**config.mk**
```make
export PLATFORM = sky130hd
export DESIGN_NAME = sc_core
export DESIGN_NICKNAME = d
export VERILOG_FILES = /design/src/rtl/sc_pkg.sv /design/src/rtl/sc_decode.sv /design/src/rtl/sc_regfile.sv /design/src/rtl/sc_alu.sv /design/src/rtl/sc_pc.sv /design/src/rtl/sc_core.sv
export SDC_FILE = /design/constraint.sdc
export NUM_CORES = 2
export LEC_CHECK = 0
export ABC_AREA = 1
export BUFFER_PORTS_ARGS = -buffer_cell sky130_fd_sc_hd__buf_2
export CAP_MARGIN = 10
export CORE_MARGIN = 2
export CORE_UTILIZATION = 60
export CTS_BUF_LIST = sky130_fd_sc_hd__clkbuf_8 sky130_fd_sc_hd__clkbuf_16
export DETAILED_ROUTE_END_ITERATION = 16
export MAX_ROUTING_LAYER = met4
export PLACE_DENSITY_LB_ADDON = 0.1
export SLEW_MARGIN = 20
export SYNTH_ARGS = -nofsm -noshare
export SYNTH_HDL_FRONTEND = slang
export SYNTH_SLANG_ARGS = --single-unit
```
**constraint.sdc**
```tcl
create_clock -name clk_i -period 11.9 [get_ports clk_i]
set_input_delay 0 -clock clk_i [delete_from_list [all_inputs] [get_ports clk_i]]
set_output_delay 0 -clock clk_i [all_outputs]
set_load 0.02 [all_outputs]
```
**src/rtl/sc_pkg.sv**
```systemverilog
package sc_pkg;
  localparam int unsigned XLEN    = 32;
  localparam int unsigned NREG    = 32;
  localparam int unsigned RAW     = $clog2(NREG);
  localparam int unsigned IMM_W   = 16;
  localparam int unsigned TGT_W   = 26;

  localparam logic [5:0] OP_REG  = 6'h00;
  localparam logic [5:0] OP_ADDI = 6'h08;
  localparam logic [5:0] OP_LOAD = 6'h23;
  localparam logic [5:0] OP_STOR = 6'h2B;
  localparam logic [5:0] OP_BEQ  = 6'h04;
  localparam logic [5:0] OP_JMP  = 6'h02;
  localparam logic [5:0] FN_ADD  = 6'h20;
  localparam logic [5:0] FN_SUB  = 6'h22;

  typedef enum logic {ALU_ADD = 1'b0, ALU_SUB = 1'b1} alu_fn_e;

  typedef struct packed {
    logic    reg_we;
    logic    dst_rd;
    logic    use_imm;
    logic    wb_mem;
    logic    mem_we;
    logic    branch;
    logic    jump;
    alu_fn_e alu_fn;
  } ctrl_t;
endpackage

```
**src/rtl/sc_decode.sv**
```systemverilog
module sc_decode
  import sc_pkg::*;
(
  input  logic [5:0] op_i,
  input  logic [5:0] funct_i,
  output ctrl_t      ctrl_o
);
  always_comb begin
    ctrl_o        = '0;
    ctrl_o.alu_fn = ALU_ADD;
    case (op_i)
      OP_REG: begin
        if (funct_i == FN_ADD || funct_i == FN_SUB) begin
          ctrl_o.reg_we = 1'b1;
          ctrl_o.dst_rd = 1'b1;
          ctrl_o.alu_fn = (funct_i == FN_SUB) ? ALU_SUB : ALU_ADD;
        end
      end
      OP_ADDI: begin
        ctrl_o.reg_we  = 1'b1;
        ctrl_o.use_imm = 1'b1;
      end
      OP_LOAD: begin
        ctrl_o.reg_we  = 1'b1;
        ctrl_o.use_imm = 1'b1;
        ctrl_o.wb_mem  = 1'b1;
      end
      OP_STOR: begin
        ctrl_o.mem_we  = 1'b1;
        ctrl_o.use_imm = 1'b1;
      end
      OP_BEQ: begin
        ctrl_o.branch = 1'b1;
        ctrl_o.alu_fn = ALU_SUB;
      end
      OP_JMP:  ctrl_o.jump = 1'b1;
      default: ;
    endcase
  end
endmodule

```
**src/rtl/sc_regfile.sv**
```systemverilog
module sc_regfile #(
  parameter int unsigned DW   = 32,
  parameter int unsigned NREG = 32,
  localparam int unsigned AW  = $clog2(NREG)
) (
  input  logic          clk_i,
  input  logic          rst_ni,
  input  logic [AW-1:0] ra_a_i,
  input  logic [AW-1:0] ra_b_i,
  output logic [DW-1:0] rd_a_o,
  output logic [DW-1:0] rd_b_o,
  input  logic          we_i,
  input  logic [AW-1:0] wa_i,
  input  logic [DW-1:0] wd_i
);
  logic [DW-1:0] regs_q [NREG];

  always_ff @(posedge clk_i or negedge rst_ni) begin
    if (!rst_ni) begin
      for (int i = 0; i < int'(NREG); i++) regs_q[i] <= '0;
    end else if (we_i && wa_i != '0) begin
      regs_q[wa_i] <= wd_i;
    end
  end

  // entry 0 is hard zero on read
  assign rd_a_o = (ra_a_i == '0) ? '0 : regs_q[ra_a_i];
  assign rd_b_o = (ra_b_i == '0) ? '0 : regs_q[ra_b_i];
endmodule

```
**src/rtl/sc_alu.sv**
```systemverilog
module sc_alu
  import sc_pkg::*;
#(
  parameter int unsigned DW = 32
) (
  input  logic [DW-1:0] a_i,
  input  logic [DW-1:0] b_i,
  input  alu_fn_e       fn_i,
  output logic [DW-1:0] y_o,
  output logic          zero_o
);
  always_comb begin
    case (fn_i)
      ALU_SUB: y_o = a_i - b_i;
      default: y_o = a_i + b_i;
    endcase
  end
  assign zero_o = (y_o == '0);
endmodule

```
**src/rtl/sc_pc.sv**
```systemverilog
module sc_pc #(
  parameter int unsigned DW    = 32,
  parameter int unsigned TGT_W = 26
) (
  input  logic             clk_i,
  input  logic             rst_ni,
  input  logic             branch_i,
  input  logic             zero_i,
  input  logic             jump_i,
  input  logic [DW-1:0]    imm_i,
  input  logic [TGT_W-1:0] tgt_i,
  output logic [DW-1:0]    pc_o
);
  localparam int unsigned HI_W = DW - TGT_W - 2;

  logic [DW-1:0] pc_q, pc_inc, pc_br, pc_jmp, pc_d;

  assign pc_inc = pc_q + DW'(4);
  assign pc_br  = pc_inc + {imm_i[DW-3:0], 2'b00};
  assign pc_jmp = {pc_q[DW-1 -: HI_W], tgt_i, 2'b00};

  always_comb begin
    if (jump_i)                pc_d = pc_jmp;
    else if (branch_i && zero_i) pc_d = pc_br;
    else                       pc_d = pc_inc;
  end

  always_ff @(posedge clk_i or negedge rst_ni) begin
    if (!rst_ni) pc_q <= '0;
    else         pc_q <= pc_d;
  end

  assign pc_o = pc_q;
endmodule

```
**src/rtl/sc_core.sv**
```systemverilog
module sc_core
  import sc_pkg::*;
(
  input  logic            clk_i,
  input  logic            rst_ni,
  output logic [XLEN-1:0] imem_addr_o,
  input  logic [XLEN-1:0] imem_data_i,
  output logic [XLEN-1:0] dmem_addr_o,
  output logic [XLEN-1:0] dmem_wdata_o,
  output logic            dmem_we_o,
  input  logic [XLEN-1:0] dmem_rdata_i
);
  logic [5:0]       op, funct;
  logic [RAW-1:0]   rs, rt, rd, dst;
  logic [IMM_W-1:0] imm16;
  logic [TGT_W-1:0] tgt;
  logic [XLEN-1:0]  imm_ext, rs_data, rt_data, alu_b, alu_y, wb_data;
  logic             alu_zero, rf_we;
  logic             unused_shamt;
  ctrl_t            ctrl;

  assign op           = imem_data_i[31:26];
  assign rs           = imem_data_i[25:21];
  assign rt           = imem_data_i[20:16];
  assign rd           = imem_data_i[15:11];
  assign funct        = imem_data_i[5:0];
  assign imm16        = imem_data_i[IMM_W-1:0];
  assign tgt          = imem_data_i[TGT_W-1:0];
  assign unused_shamt = ^imem_data_i[10:6];

  sc_decode u_dec (
    .op_i   (op),
    .funct_i(funct),
    .ctrl_o (ctrl)
  );

  assign imm_ext = {{(XLEN-IMM_W){imm16[IMM_W-1]}}, imm16};
  assign dst     = ctrl.dst_rd ? rd : rt;
  assign rf_we   = ctrl.reg_we;
  assign wb_data = ctrl.wb_mem ? dmem_rdata_i : alu_y;

  sc_regfile #(.DW(XLEN), .NREG(NREG)) u_rf (
    .clk_i (clk_i),
    .rst_ni(rst_ni),
    .ra_a_i(rs),
    .ra_b_i(rt),
    .rd_a_o(rs_data),
    .rd_b_o(rt_data),
    .we_i  (rf_we),
    .wa_i  (dst),
    .wd_i  (wb_data)
  );

  assign alu_b = ctrl.use_imm ? imm_ext : rt_data;

  sc_alu #(.DW(XLEN)) u_alu (
    .a_i   (rs_data),
    .b_i   (alu_b),
    .fn_i  (ctrl.alu_fn),
    .y_o   (alu_y),
    .zero_o(alu_zero)
  );

  sc_pc #(.DW(XLEN), .TGT_W(TGT_W)) u_pc (
    .clk_i   (clk_i),
    .rst_ni  (rst_ni),
    .branch_i(ctrl.branch),
    .zero_i  (alu_zero),
    .jump_i  (ctrl.jump),
    .imm_i   (imm_ext),
    .tgt_i   (tgt),
    .pc_o    (imem_addr_o)
  );

  assign dmem_addr_o  = alu_y;
  assign dmem_wdata_o = rt_data;
  assign dmem_we_o    = ctrl.mem_we;
endmodule

```
# After elaboration in Yosys (flattened, before gate mapping)
# Cells that the tools add are included.
[word_totals]
in_bits = 66
regBits = 1056
wordCells = 91
[op_classes]
magnitude_cmp = 4
n_addsub = 4
n_bitwise = 3
n_eq_ne = 7
n_reduce_logical = 11
n_mux = 28
[ops]
columns = ["op", "n"]
rows = [
  ["$bwmux W1024", 1],
  ["$mux W32", 11],
  ["$bmux W32 S5", 2],
  ["$demux W32 S5", 1],
  ["$add A32 B32 Y32", 2],
  ["$add A32 B3 Y32 const B", 1],
  ["$logic_not A32 Y1", 1],
  ["$sub A32 B32 Y32", 1],
  ["$mux W28", 1],
  ["$eq A6 B6 Y1 const B", 4],
  ["$ge A6 B6 Y1 const B", 3],
  ["$not A5 Y6", 3],
  ["$logic_not A5 Y1", 2],
  ["$mux W1", 8],
  ["$eq A6 B2 Y1 const B", 1],
  ["$eq A6 B3 Y1 const B", 1],
  ["$eq A6 B4 Y1 const B", 1],
  ["$logic_not A6 Y1", 1],
  ["$lt A6 B1 Y1 const B", 1],
  ["$mux W5", 1],
  ["$reduce_bool A5 Y1", 1],
  ["$pmux W1 S2", 2],
  ["$logic_and A1 B1 Y1", 3],
  ["$reduce_or A3 Y1", 1],
  ["3 further kinds", 3],
]

# Longest topological paths before layout
[logic_depth]
word_depth = 12
ltp_mapped = 43

# Cells and area by module
# From an unflattened synthesis, not the netlist that was laid out.
[unflattened]
cells_unflattened = 10029
hier_area_um2 = 65856.9
[modules_own_cells]
columns = ["mod", "cells_each", "seq_area_each_um2", "area_each_um2", "n_inst"]
rows = [
  ["sc_regfile", 8327, 25624.6, 57004.7, 1],
  ["sc_pc", 766, 750.7, 4391.7, 1],
  ["sc_alu", 693, 0.0, 3438.3, 1],
  ["sc_core", 207, 0.0, 868.3, 1],
  ["sc_decode", 36, 0.0, 153.9, 1],
]

# Worst setup path after synthesis
# OpenSTA, ideal clock, no wires.
[synth_timing]
path_type = "input to register"
from = "in imem_data_i[21]"
to = "reg u_pc.pc_q[21], in the netlist u_pc.pc_o[21]"
t_required_ns = 11.768
arrival_time_ns = 4.488
stages = 31
path_buffers = 5
setup_slack_ns = 7.280
cell_sequence = "inv_1 -> clkbuf_1 -> clkbuf_1 -> clkbuf_1 -> buf_1 -> nor2_1 -> o21ai_0 -> o211ai_1 -> nand4_1 -> nand3_1 -> ha_1 -> fa_1 -> nand3b_1 -> nand2_1 -> nand3_1 -> nand2_1 -> nand3_1 -> nand2_1 -> nand2_1 -> o21ai_0 -> nand2_1 -> nand2_1 -> xor2_1 -> nor2_1 -> nand4_1 -> inv_1 -> nand2_4 -> buf_6 -> nand2_1 -> nand3_1 -> o21ai_1"
[synth_via]
elab_chain_cells = 11
word_cells_on_any_way = 13
[synth_lines]
columns = ["item", "line_no", "source"]
rows = [
  ["from (decl)", "sc_core.sv:7", "input logic [XLEN-1:0] imem_data_i,"],
  ["$not A5 Y6 (implied by the code)", "sc_regfile.sv:27", "assign rd_a_o = (ra_a_i == '0) ? '0 : regs_q[ra_a_i];"],
  ["$bmux W32 S5", "sc_regfile.sv:27", ""],
  ["$mux W32 (implied by the code) (2 in series)", "sc_regfile.sv:27", ""],
  ["$mux W32 *", "sc_regfile.sv:27", ""],
  ["$add A32 B32 Y32 / $sub A32 B32 Y32 (equally long branches)", "sc_alu.sv:15, sc_alu.sv:14", ""],
  ["$mux W32 *", "sc_alu.sv:13", "case (fn_i)"],
  ["via dmem_addr_o[26]", "sc_core.sv:8", "output logic [XLEN-1:0] dmem_addr_o,"],
  ["$logic_not A32 Y1 *", "sc_alu.sv:18", "assign zero_o = (y_o == '0);"],
  ["$logic_and A1 B1 Y1 *", "sc_pc.sv:24", "else if (branch_i && zero_i) pc_d = pc_br;"],
  ["$mux W32 *", "sc_pc.sv:24", ""],
  ["$mux W28 *", "sc_pc.sv:23", "if (jump_i) pc_d = pc_jmp;"],
  ["via u_pc.pc_d[21]", "sc_pc.sv:16", "logic [DW-1:0] pc_q, pc_inc, pc_br, pc_jmp, pc_d;"],
  ["to (signal assigned)", "sc_pc.sv:30", "else pc_q <= pc_d;"],
  ["to (decl)", "sc_pc.sv:16", ""],
]
# The timed path passes the listed nets; every way through them passes the cells marked *. The select of a mux whose other input is x is not followed.
# A chain may end at the register's enable or synchronous reset.

# Worst setup path in the final report
[layout_timing]
from = "in imem_data_i[24]"
to = "reg u_pc.pc_q[4], in the netlist u_pc.pc_o[4]"
[layout_via]
elab_chain_cells = 11
word_cells_on_any_way = 13
[layout_lines]
columns = ["item", "line_no"]
rows = [
  ["$not A5 Y6 (implied by the code)", "sc_regfile.sv:27"],
  ["$bmux W32 S5", "sc_regfile.sv:27"],
  ["$mux W32 (implied by the code) (2 in series)", "sc_regfile.sv:27"],
  ["$mux W32 *", "sc_regfile.sv:27"],
  ["$add A32 B32 Y32 / $sub A32 B32 Y32 (equally long branches)", "sc_alu.sv:15, sc_alu.sv:14"],
  ["$mux W32 *", "sc_alu.sv:13"],
  ["$logic_not A32 Y1 *", "sc_alu.sv:18"],
  ["$logic_and A1 B1 Y1 *", "sc_pc.sv:24"],
  ["$mux W32 *", "sc_pc.sv:24"],
  ["$mux W28 *", "sc_pc.sv:23"],
  ["via u_pc.pc_d[4]", "sc_pc.sv:16"],
]
# Marked as above.

==> run summary <==
Crit path largest cell delay - 1000 ps
Startpoint Class - input port
IO Pins - 163
Rel. slew slack - 0.200
first-pass GRT wire length - 374000 um
Arr. time, crit path - 8250 ps
Seq/Total Area, Yosys - 0.420
Routed Antenna Nets - 0
die width - 327 um
initial antenna violation count - 14
Warnings, synthesis - 0
Num CTS Buffers - 116
WL/cell - 24.5 um
Core Region - 104000 um2
worst clock skew - 35.6 ps
min-delay worst type - input port to flop
reg2reg end - u_pc.pc_o[4]$_DFF_PN0_
layout cells sized above 1 - 0.0666
post-synthesis sequential element count - 1054
Hold Violations, Final - 0
Inst Count DP - 9878
Required @ worst endpoint - 12510 ps
status - complete, no violations
worst setup path end - u_pc.pc_o[4]$_DFF_PN0_
GRT Util Overall - 0.471
Pins Over Slew Limit - 0
WS Path Type - input port to flop
Max H-tree Level - 3
worst reg-to-reg setup slack - 5460 ps
routed via count - 65891
Setup violations, final - 0
Setup Buffers After CTS - 0
root cell of the clock tree - clkbuf_16
DR iter-0 viols - 11543
Synth top cells by count - nand2_1, o21ai_0, dfrtp_1, nand3_1, nor2_1
number of enable flip-flop cells after synthesis - 0
Post-Syn Area - 62800 um2
first-pass detailed-route iteration total - 8
hpwl dp - 143000 um
post-synth top area cell - dfrtp_1
most common cell in the netlist - nand2_1
Clock Sinks - 1054
vias in the first global route - 60896
Synth area leaders - dfrtp_1, nand2_1, o21ai_0
top_reg_cell synth - dfrtp_1
worst setup slack after layout - 4270 ps
top cell type's share of synthesized area - 0.420
routability congestion estimate - 0.986
Crit-path slowest cell - a311oi_1
die height - 327 um
CTS tree - yes
hold buffers post-CTS - 53
Reg2Reg Depth - 35
Fin Setup TNS - 0 ps
Starting Density - 0.605
count of cell types in the netlist - 60
number of max-cap violations - 0
crit end category - flop
worst-case clock buffer depth - 3
largest net degree at the start of global routing - 212
cell repeated most along the worst path - nand2_1
Period minus WS final - 7630 ps
final WL - 249000 um
Worst-Margin Slew - 1200 ps
Final Non-Filler Cells - 10155
LEAKAGE - 30.9 nW
Setup WS pre-CTS - 4640 ps
maximum VDD drop - 0.224 mV
Gate Count Post-Synth - 8959
Crit Path Max Fanout - 31
Fmax - 131 MHz
IO buf count - 160
synthesized area per cell - 7.00 um2
cts repair resizes - 0
GRT overflow - 0
vias per std cell - 6.49
filler instances - 9295
RSZ-0062 raised after global routing - false
P per Cell Area - 157 nW/um2
Clock Pin Slew Worst Setup and Hold Paths - 60 ps
crit path from - imem_data_i[24]
residual DRC count - 0
Final Cycle Share - 0.641
area delta synth->final - 8.61%
fraction of registers with async set or reset after synthesis - 1.00
Final nets - 8801
reg2reg start - u_rf.regs_q[672]$_DFFE_PN0P_
FP Rows - 118
full die area - 107000 um2
hold wc startpoint - imem_data_i[5]
Clk Latency, worst-skew pair - 750 ps
==> cell families (layout without fill, tap and decap cells) <==
kind of cell | Yosys count | in the layout | synth area share
muxes | 16 | 16 | 0.00255
and+or+nand+nor | 4405 | 4405 | 0.286
buffers and inverters | 1154 | 954 | 0.0785
xor gates and xnor gates | 92 | 92 | 0.0128
AOI/OAI and AO/OA | 2173 | 2173 | 0.187
other | 1 | 17 | 0.0000598
DFF | 1054 | 1054 | 0.420
adders and majority gates | 64 | 64 | 0.0130
==> layout by cell type, fill, tap and decap left out, drive strengths merged, types with 40 or more instances in the layout <==
master | synthesis | layout
nand2 | 2780 | 2780
nor3 | 40 | 40
inv | 392 | 427
o22ai | 92 | 92
dlygate4sd3 | 0 | 52
buf | 240 | 297
dfrtp | 1054 | 1054
nor2 | 627 | 627
ha | 62 | 62
nand3 | 895 | 895
o221ai | 57 | 57
o21ai | 1574 | 1574
clkbuf | 517 | 140
a21oi | 271 | 271
o211ai | 67 | 67
xor2 | 58 | 58
==> critical path: cells and delay by family <==
kind | cells | cell delay (ps)
buffers and inverters | 8 | 3430
AND/OR/NAND/NOR | 15 | 2440
AO/OA/AOI/OAI | 5 | 1850
adder cells (fa/ha/maj) | 1 | 460
==> report_power, final <==
group          leakage, nW  switching (mW)  total (mW)  internal (mW)
registers             14.3           0.174        3.96           3.79
logic                 14.5            2.13        2.90          0.770
clock network         2.06            1.59        3.81           2.22
total                 30.9            3.89        10.7           6.78
==> state kept, by name, indices dropped and copies added (netlist names) <==
name         count
u_pc.pc_o       30
u_rf.regs_q   1024
==> cell type report <==
class | instances | area [um2] | area share
timing repair buffer | 350 | 2600 | 0.0381
clock inverter | 68 | 758 | 0.0111
tap | 1380 | 1730 | 0.0253
multi-input combinational | 6752 | 31900 | 0.468
sequential | 1054 | 26400 | 0.387
antenna | 15 | 37.5 | 0.000551
clock buffer | 139 | 3230 | 0.0474
inverter | 397 | 1540 | 0.0225
==> per-layer routing <==
| layer | global-route usage | wire, um |
|---|---|---|
| met5 | - | 0 |
| met4 | 0.242 | 14600 |
| met3 | 0.154 | 38400 |
| met2 | 0.663 | 103000 |
| met1 | 0.605 | 93400 |
==> per-stage QoR <==
stage / hold WS (ps) / area [um2] / util / power (mW)
after floorplan: -296 / 62800 / - / 5.74
after global placement: 152 / 63500 / 0.613 / 6.75
after detailed placement: 158 / 63500 / 0.613 / 6.77
after CTS: 86.5 / 68100 / 0.657 / 10.6
after global routing: 138 / 68200 / 0.658 / 11.0
final: 119 / 68200 / 0.658 / 10.7
==> how the worst min path moves through the flow <==
stage / endpoint / slack (ps) / cells past startpoint
floorplan: u_pc.pc_o[10]$_DFF_PN0_ / -300 / 0
global placement: u_rf.regs_q[775]$_DFFE_PN0P_ / 150 / 1
detailed placement: u_rf.regs_q[649]$_DFFE_PN0P_ / 160 / 1
CTS: u_pc.pc_o[12]$_DFF_PN0_ / 90 / 4
global route: u_pc.pc_o[7]$_DFF_PN0_ / 140 / 4
finish: u_pc.pc_o[7]$_DFF_PN0_ / 120 / 4
Note: power is estimated with default switching activity, not from simulation.
